`src/rtl/vit_pkg.sv`:
```
package vit_pkg;
  localparam int VIT_NUM_VEC = 256;
  localparam int VIT_GROUP   = 8;
  localparam int VIT_SLICE_W = 32;

  typedef enum logic [1:0] {
    RD_REQ  = 2'd0,
    RD_SVC  = 2'd1,
    RD_EN   = 2'd2,
    RD_TRIG = 2'd3
  } vit_rd_sel_e;
endpackage

```
`src/rtl/vit_prio_enc.sv`:
```
// Two-level highest-set-bit finder: per-group local winner, then highest group.
module vit_prio_enc #(
  parameter int N = 256,
  parameter int G = 8
) (
  input  logic [N-1:0]         bits_i,
  output logic                 any_o,
  output logic [$clog2(N)-1:0] idx_o
);
  localparam int NG = N / G;
  localparam int LW = $clog2(G);
  localparam int GW = $clog2(NG);

  logic [NG-1:0]         grp_any;
  logic [NG-1:0][LW-1:0] grp_idx;
  logic [GW-1:0]         hi_grp;

  for (genvar g = 0; g < NG; g++) begin : g_grp
    logic [LW-1:0] loc;
    always_comb begin
      loc = '0;
      for (int b = 0; b < G; b++) begin
        if (bits_i[g*G + b]) loc = LW'(b);
      end
    end
    assign grp_idx[g] = loc;
    assign grp_any[g] = |bits_i[g*G +: G];
  end

  always_comb begin
    hi_grp = '0;
    for (int g = 0; g < NG; g++) begin
      if (grp_any[g]) hi_grp = GW'(g);
    end
  end

  assign any_o = |grp_any;
  assign idx_o = {hi_grp, grp_idx[hi_grp]};
endmodule

```
`src/rtl/vit_slice_rd.sv`:
```
module vit_slice_rd
  import vit_pkg::*;
#(
  parameter int N = 256,
  parameter int W = 32
) (
  input  logic [N-1:0]               req_i,
  input  logic [N-1:0]               svc_i,
  input  logic [N-1:0]               en_i,
  input  logic [1:0]                 sel_i,
  input  logic [$clog2(N/W)-1:0]     idx_i,
  output logic [W-1:0]               data_o
);
  always_comb begin
    case (vit_rd_sel_e'(sel_i))
      RD_REQ:  data_o = req_i[idx_i*W +: W];
      RD_SVC:  data_o = svc_i[idx_i*W +: W];
      RD_EN:   data_o = en_i[idx_i*W +: W];
      default: data_o = '0;
    endcase
  end
endmodule

```
`src/rtl/vit_tracker.sv`:
```
module vit_tracker
  import vit_pkg::*;
#(
  parameter int NUM_VEC = VIT_NUM_VEC,
  parameter int GROUP   = VIT_GROUP,
  parameter int SLICE_W = VIT_SLICE_W
) (
  input  logic                                 clk,
  input  logic                                 rst_n,
  input  logic                                 raise_valid,
  input  logic [$clog2(NUM_VEC)-1:0]           raise_vec,
  input  logic                                 ack_valid,
  input  logic [$clog2(NUM_VEC)-1:0]           ack_vec,
  input  logic                                 eoi_valid,
  input  logic                                 en_wr_valid,
  input  logic [$clog2(NUM_VEC/SLICE_W)-1:0]   en_wr_idx,
  input  logic [SLICE_W-1:0]                   en_wr_data,
  input  logic [1:0]                           rd_sel,
  input  logic [$clog2(NUM_VEC/SLICE_W)-1:0]   rd_idx,
  output logic [SLICE_W-1:0]                   rd_data,
  output logic                                 pend_valid,
  output logic [$clog2(NUM_VEC)-1:0]           pend_vec,
  output logic                                 spurious_eoi
);
  localparam int VW = $clog2(NUM_VEC);
  localparam logic [NUM_VEC-1:0] ONE_HOT0 = {{(NUM_VEC-1){1'b0}}, 1'b1};

  logic [NUM_VEC-1:0] req_q, svc_q, en_q;
  logic [NUM_VEC-1:0] req_nx, svc_nx, en_nx;
  logic [NUM_VEC-1:0] raise_oh, ack_oh, eoi_oh;
  logic               spur_q, spur_nx, upd;
  logic               req_any, svc_any;
  logic [VW-1:0]      req_hi, svc_hi;

  vit_prio_enc #(.N(NUM_VEC), .G(GROUP)) i_req_enc (
    .bits_i(req_q), .any_o(req_any), .idx_o(req_hi)
  );

  vit_prio_enc #(.N(NUM_VEC), .G(GROUP)) i_svc_enc (
    .bits_i(svc_q), .any_o(svc_any), .idx_o(svc_hi)
  );

  vit_slice_rd #(.N(NUM_VEC), .W(SLICE_W)) i_rd (
    .req_i(req_q), .svc_i(svc_q), .en_i(en_q),
    .sel_i(rd_sel), .idx_i(rd_idx), .data_o(rd_data)
  );

  // Next-state logic
  always_comb begin
    upd      = raise_valid | ack_valid | eoi_valid | en_wr_valid;
    raise_oh = (raise_valid && en_q[raise_vec]) ? (ONE_HOT0 << raise_vec) : '0;
    ack_oh   = ack_valid ? (ONE_HOT0 << ack_vec) : '0;
    eoi_oh   = (eoi_valid && svc_any) ? (ONE_HOT0 << svc_hi) : '0;
    req_nx   = (req_q | raise_oh) & ~ack_oh;
    svc_nx   = (svc_q & ~eoi_oh) | ack_oh;
    en_nx    = en_q;
    if (en_wr_valid) en_nx[en_wr_idx*SLICE_W +: SLICE_W] = en_wr_data;
    spur_nx  = eoi_valid && !svc_any;
  end

  // State registers
  always_ff @(posedge clk or negedge rst_n) begin
    if (!rst_n) begin
      req_q  <= '0;
      svc_q  <= '0;
      en_q   <= '1;
      spur_q <= 1'b0;
    end else begin
      if (upd) begin
        req_q <= req_nx;
        svc_q <= svc_nx;
        en_q  <= en_nx;
      end
      spur_q <= spur_nx;
    end
  end

  assign pend_valid   = req_any && (!svc_any || (req_hi > svc_hi));
  assign pend_vec     = pend_valid ? req_hi : '0;
  assign spurious_eoi = spur_q;
endmodule

```
`config.mk`:
```
export PLATFORM = sky130hd
export DESIGN_NAME = vit_tracker
export DESIGN_NICKNAME = d
export VERILOG_FILES = /design/src/rtl/vit_pkg.sv /design/src/rtl/vit_prio_enc.sv /design/src/rtl/vit_slice_rd.sv /design/src/rtl/vit_tracker.sv
export SDC_FILE = /design/constraint.sdc
export NUM_CORES = 2
export LEC_CHECK = 0
export CAP_MARGIN = 15
export CORE_MARGIN = 4
export CORE_UTILIZATION = 47
export CTS_CLUSTER_SIZE = 30
export DETAILED_ROUTE_END_ITERATION = 10
export GPL_ROUTABILITY_DRIVEN = 0
export PLACE_DENSITY = 0.71
export SLEW_MARGIN = 20
export SYNTH_ARGS = -nofsm -noshare
export SYNTH_HDL_FRONTEND = slang
export SYNTH_SLANG_ARGS = --single-unit
```
`constraint.sdc`:
```
create_clock -name clk -period 8.8 [get_ports clk]
set_input_delay 0.88 -clock clk [delete_from_list [all_inputs] [get_ports clk]]
set_output_delay 0.88 -clock clk [all_outputs]
set_load 0.1 [all_outputs]
```
Word level (Yosys, flattened, before mapping)
Index checks and enable logic that the tools add are counted.
{ "word_totals": {"word_cells": 622, "in_bits": 62, "out_inout_bits": 42, "register_bits": 769} }
{ "op_classes": {"n_mux": 522, "reduce_logical": 72, "addsub": 1, "bitwise": 9, "n_eq_ne": 2, "n_shift": 8, "n_lt_le_gt_ge": 4} }
{ "ops": {"columns": ["operator", "n"], "rows": [
  ["3-bit 2-to-1 mux", 266],
  ["256-bit 2-to-1 mux", 3],
  ["256-bit by 9-bit variable part select with 32-bit output", 3],
  ["1-bit by 8-bit left shift with 256-bit output (first input constant)", 3],
  ["256-bit bitwise AND", 2],
  ["256-bit inverter", 2],
  ["256-bit bitwise OR", 2],
  ["256-bit OR reduction", 2],
  ["8-bit OR reduction", 62],
  ["2-bit 2-to-1 mux", 132],
  ["256-bit bitwise mux", 1],
  ["32-bit by 34-bit variable shift with 256-bit output (first input constant)", 1],
  ["32-bit by 34-bit variable part select with 256-bit output", 1],
  ["5-bit 2-to-1 mux", 32],
  ["32-bit one-hot mux with 3 select lines", 1],
  ["1-bit 2-to-1 mux", 67],
  ["4-bit 2-to-1 mux", 16],
  ["8-bit negation with 34-bit output", 1],
  ["3-bit binary-select mux with 5-bit select", 2],
  ["5-bit by 6-bit < comparator with 1-bit output (second input constant)", 2],
  ["8-bit by 9-bit < comparator with 1-bit output (second input constant)", 1],
  ["1-bit binary-select mux with 8-bit select", 1],
  ["8-bit > comparator", 1],
  ["8-bit 2-to-1 mux", 1],
  ["other kinds (8)", 13]
]} }

Depth between registers and ports, before layout
{ "depth": {"depth_word": 39, "mapped_depth": 25, "ltp_nobuf": 22} }

Hierarchy
From an unflattened synthesis, not the netlist that was laid out.
{ "hier_totals": {"hier_cells": 4930, "area_unflattened_um2": 45098.3} }
{ "modules_own_cells": {"columns": ["module", "seq_area_each_um2", "n_inst", "area_per_inst_um2", "cells_each"], "rows": [
  ["vit_tracker", 19563.8, 1, 32864.0, 3157],
  ["vit_slice_rd", 0.0, 1, 6138.4, 727],
  ["vit_prio_enc", 0.0, 2, 3047.9, 523]
]} }

Worst setup path before layout
OpenSTA, ideal clock, no wires.
{ "synth_timing": {"kind": "reg-to-output", "startpoint": "register req_q[94]", "endpoint": "output pend_vec[2]", "setup_slack_ns": 0.344, "stages_incl_launch_ff": 26, "arrival_ns": 7.576, "n_path_buf": 4, "required_time_ns": 7.920, "path_cell_list": "dfrtp_1 -> or4_1 -> nand4bb_1 -> a2111oi_0 -> o21ai_0 -> a21oi_1 -> or2_2 -> clkbuf_1 -> clkbuf_1 -> buf_1 -> nor2_1 -> a2111oi_0 -> a21oi_1 -> a31oi_1 -> nand2_1 -> ha_1 -> nor2b_1 -> o21a_1 -> o21ai_0 -> nand2b_1 -> a21oi_1 -> o21ai_0 -> o21ai_0 -> a32o_1 -> clkbuf_1 -> nor4_1"} }
{ "synth_between": {"elab_chain_cells": 28, "elab_cells_between_ends": 31, "classes_between": "1 x order compare; 26 x mux; 4 x reduce/logical"} }
{ "synth_rtl": {"columns": ["element", "line", "text"], "rows": [
  ["from (decl)", "vit_tracker.sv:28", "logic [NUM_VEC-1:0] req_q, svc_q, en_q;"],
  ["from (signal assigned)", "vit_tracker.sv:70", "req_q <= req_nx;"],
  ["8-bit OR reduction", "vit_prio_enc.sv:27", "assign grp_any[g] = |bits_i[g*G +: G];"],
  ["4-bit 2-to-1 mux (5 in series)", "vit_prio_enc.sv:33", "if (grp_any[g]) hi_grp = GW'(g);"],
  ["5-bit 2-to-1 mux (16 in series)", "vit_prio_enc.sv:33", null],
  ["3-bit binary-select mux with 5-bit select", "vit_prio_enc.sv:38", "assign idx_o = {hi_grp, grp_idx[hi_grp]};"],
  ["3-bit 2-to-1 mux (implied by the code)", "vit_prio_enc.sv:38", null],
  ["8-bit > comparator", "vit_tracker.sv:78", "assign pend_valid = req_any && (!svc_any || (req_hi > svc_hi));"],
  ["1-bit logical OR", "vit_tracker.sv:78", null],
  ["1-bit logical AND", "vit_tracker.sv:78", null],
  ["8-bit 2-to-1 mux (*)", "vit_tracker.sv:79", "assign pend_vec = pend_valid ? req_hi : '0;"],
  ["to (decl)", "vit_tracker.sv:22", "output logic [$clog2(NUM_VEC)-1:0] pend_vec,"]
]} }
Mark *: on every way between the ends. The rest lies on a longest branch, timed or not. The select of a mux whose other input is x is not followed.

Final worst setup path
{ "layout_timing": {"startpoint": "register svc_q[219]", "endpoint": "output pend_vec[2]"} }
{ "layout_between": {"elab_chain_cells": 12, "elab_cells_between_ends": 19, "classes_between": "1 x order compare; 13 x mux; 5 x reduce/logical"} }
{ "layout_rtl": {"columns": ["element", "line", "text"], "rows": [
  ["from (decl)", "vit_tracker.sv:28", null],
  ["from (signal assigned)", "vit_tracker.sv:71", "svc_q <= svc_nx;"],
  ["8-bit OR reduction", "vit_prio_enc.sv:27", null],
  ["5-bit 2-to-1 mux (5 in series)", "vit_prio_enc.sv:33", null],
  ["3-bit binary-select mux with 5-bit select", "vit_prio_enc.sv:38", null],
  ["3-bit 2-to-1 mux (implied by the code)", "vit_prio_enc.sv:38", null],
  ["8-bit > comparator", "vit_tracker.sv:78", null],
  ["1-bit logical OR (*)", "vit_tracker.sv:78", null],
  ["1-bit logical AND (*)", "vit_tracker.sv:78", null],
  ["8-bit 2-to-1 mux (*)", "vit_tracker.sv:79", null]
]} }
Marks and branches as above.

==> flow_metrics.tcl <==
set metrics [dict create \
    skew_ns 0.03758 \
    ys_ff_latch 769 \
    rr_startpoint "svc_q[219]$_DFFE_PN0N_" \
    vias 46330 \
    drive_gt1_share_pct 19.52 \
    post_synth_num_cell_types 89 \
    violations "DRC, setup timing" \
    grt_setup_unrepaired "no" \
    slew_violations 0 \
    path_class "flop to output port" \
    post-cts-setup-buffers 0 \
    placed_area_mm2 0.04820 \
    p_leak_nw 20.33 \
    routed_wl_um 205500 \
    ant_nets 0 \
    final_cell_mix "a21oi_1 (1,107), nor2_1 (587), dfrtp_1 (513), nand2_1 (450), dfstp_2 (256)" \
    die_y_um 320.4 \
    root_buffer "clkbuf_16" \
    synth_top_area_cell "dfrtp_1" \
    boundaryPins 104 \
    synthesis.area_mm2 0.04585 \
    max_freq_mhz 112.2 \
    status "finished with violations" \
    setup_violations 7 \
    grt_pass1_vias 42310 \
    synth.net_count 5175 \
    crit_path_end_kind "output port" \
    pwr_density_cell_mw_per_mm2 316.5 \
    clkTransAtPathRegs_ns 0.06 \
    final_common_cell "a21oi_1" \
    dpl.hpwl_um 141100 \
    port-buffer-count 103 \
    areaGrowthSynthToFinish_pct 11.58 \
    drt_pass1_iterations 11 \
    viasPerCell 7.324 \
    required_ns 7.92 \
    wl_met1_um 70680 \
    postSynthCellCount 5100 \
    synth_flop_cell "dfrtp_1" \
    worst_pin_slew_ns 1.344 \
    synth_top_area_share_pct 28.00 \
    fp-row-count 114 \
    wl_met2_um 80760 \
    yosysSeqAreaShare_pct 42.67 \
    critPathLaunchType "flop" \
    synth_edf_count 0 \
    nets 5050 \
    grt_pass1_wl_um 294000 \
    wl_per_cell_um 32.49 \
    antenna_found_initial 3 \
    chipWidth_um 320.4 \
    ir_drop_mv 0.6616 \
    dr_wl_met3_um 33460 \
    grt.overflow.total 0 \
    grt_start_max_net_pins 185 \
    start_util_pct 47.41 \
    finalHoldViolCount 0 \
    relSlewSlack_pct 9.867 \
    synthArstFlopShare_pct 100.0 \
    maxCapViolations 0 \
    cts_sinks 769 \
    fin_ws_ns -0.1108 \
    clock_latency_ns 0.68 \
    h-tree-depth 3 \
    startpoint "svc_q[219]$_DFFE_PN0N_" \
    topRoutingLayerUsed "met5" \
    drt_iter0_markers 9127 \
    cts_buffers 84 \
    cts_tree "yes" \
    clock_path_buffers 3 \
    hold_path.class "input pin to asynchronous set/reset pin" \
    period_minus_slack_ns 8.911 \
    crit_fanout 13 \
    core_area_mm2 0.09671 \
    finalInstanceArea_mm2 0.05116 \
    grt_util_all_layers_pct 38.69 \
    drc 27 \
    hold_ws_ns 0.3278 \
    yosys_warnings 0 \
    syn_avg_cell_area_um2 8.991 \
    post-route-period-util_pct 101.3 \
    synth_area_leaders "dfrtp_1 (28%), dfstp_2 (15%), a21oi_1 (12%), mux4_2 (7.4%), nor2_1 (5.1%)" \
    crit_arrival_ns 8.03 \
    dieArea_mm2 0.1026 \
]
==> stage by stage <==
step	instances	power [mW]	TNS (ns)	utilization, %	setup slack [ns]
after global routing	6322	16.44	0	52.90	0.02471
final	6325	16.19	-0.2779	52.90	-0.1108
after floorplan	5100	9.179	0	-	0.3438
after detailed placement	6163	11.97	0	49.84	1.113
after CTS	6320	15.64	0	52.79	0.3713
after global placement	6160	11.90	0	49.76	1.140
==> state kept, by name, indices dropped and copies added, names as in the netlist <==
register,flops
spurious_eoi,1
en_q,256
svc_q,256
req_q,256
==> routing by layer <==
metal	vias to the layer above	global-route usage, %
met5	-	0
li1	18840	-
met3	999	14.57
met2	4406	52.62
met1	22080	49.66
met4	2	29.68
==> critical path, cell delays in order, from the launching register on <==
cell,delay (ns)
dfrtp_1,0.42
nor4_1,1.07
nand2_1,0.17
nor3_1,0.42
and4_1,0.40
a211oi_4,0.10
buf_4,0.26
nor4_1,0.63
nor3_1,0.13
o41ai_1,1.09
a211oi_4,0.13
buf_4,0.29
inv_2,0.09
ha_1,0.14
nor2b_1,0.14
o21a_1,0.13
o21ai_0,0.07
nand2b_1,0.07
a21oi_1,0.06
o21ai_0,0.14
o21ai_0,0.26
a32o_1,0.44
nor4_1,0.45
buf_12,0.24
==> timing repair <==
| item | 4_1_cts | 5_1_grt |
|---|---|---|
| gates resized for setup | 0 | 4 |
| endpoints found under the setup margin | 0 | 8 |
| hold buffers | 0 | 0 |
==> power by group <==
part           leakage, nW  switching (mW)  internal [mW]
clock network         1.42            1.58           2.14
logic                 9.24            5.63           2.19
registers             9.67           0.520           4.14
total                 20.3            7.73           8.46
==> synthesized netlist by cell type, types with 37 or more instances <==
cell	count
clkbuf_1	363
buf_1	37
a211oi_1	62
nor3_1	130
a22oi_1	135
mux2i_1	39
o21bai_1	37
a31oi_1	118
nand2_1	450
a221oi_1	125
dfstp_2	256
dfrtp_1	513
nor4_1	145
inv_1	92
mux4_2	150
mux2_2	182
a21oi_1	1107
nor2_1	618
o21ai_0	142
==> kinds of logic (layout without fill, tap and decap cells) <==
family,Yosys count,in the layout,share of synthesized area [%]
adder cells (fa/ha/maj),13,13,0.3547
other,0,3,0
buffers and inverters,528,474,4.478
AO/OA/AOI/OAI,1879,1879,24.28
flip-flops,769,769,42.67
multiplexers,372,372,12.71
AND/OR/NAND/NOR,1539,1539,15.51
==> path summary, 6_finish.rpt <==
kind                                          end  slack [ns]  depth (start not counted)
setup reg to reg           svc_q[233]$_DFFE_PN0N_        1.74                         15
min in group clk            en_q[169]$_DFFE_PN1P_        0.49                          2
setup / recovery                      pend_vec[2]       -0.11                         23
hold / removal              svc_q[33]$_DFFE_PN0N_        0.33                          1
max in group asynchronous  req_q[216]$_DFFE_PN0N_        6.77                          2
hold reg to reg             en_q[169]$_DFFE_PN1P_        0.49                          2
==> layout make-up <==
| class | instances | area [µm²] |
|---|---|---|
| Multi-Input combinational cell | 3803 | 24660 |
| Sequential cell | 769 | 19560 |
| Clock buffer | 127 | 2569 |
| Tap cell | 1276 | 1597 |
| Inverter | 99 | 371.6 |
| Clock inverter | 30 | 282.8 |
| Fill cell | 8636 | 45550 |
| Antenna cell | 3 | 7.507 |
| Timing Repair Buffer | 218 | 2112 |
No activity file was read; power rests on OpenSTA's default activity.
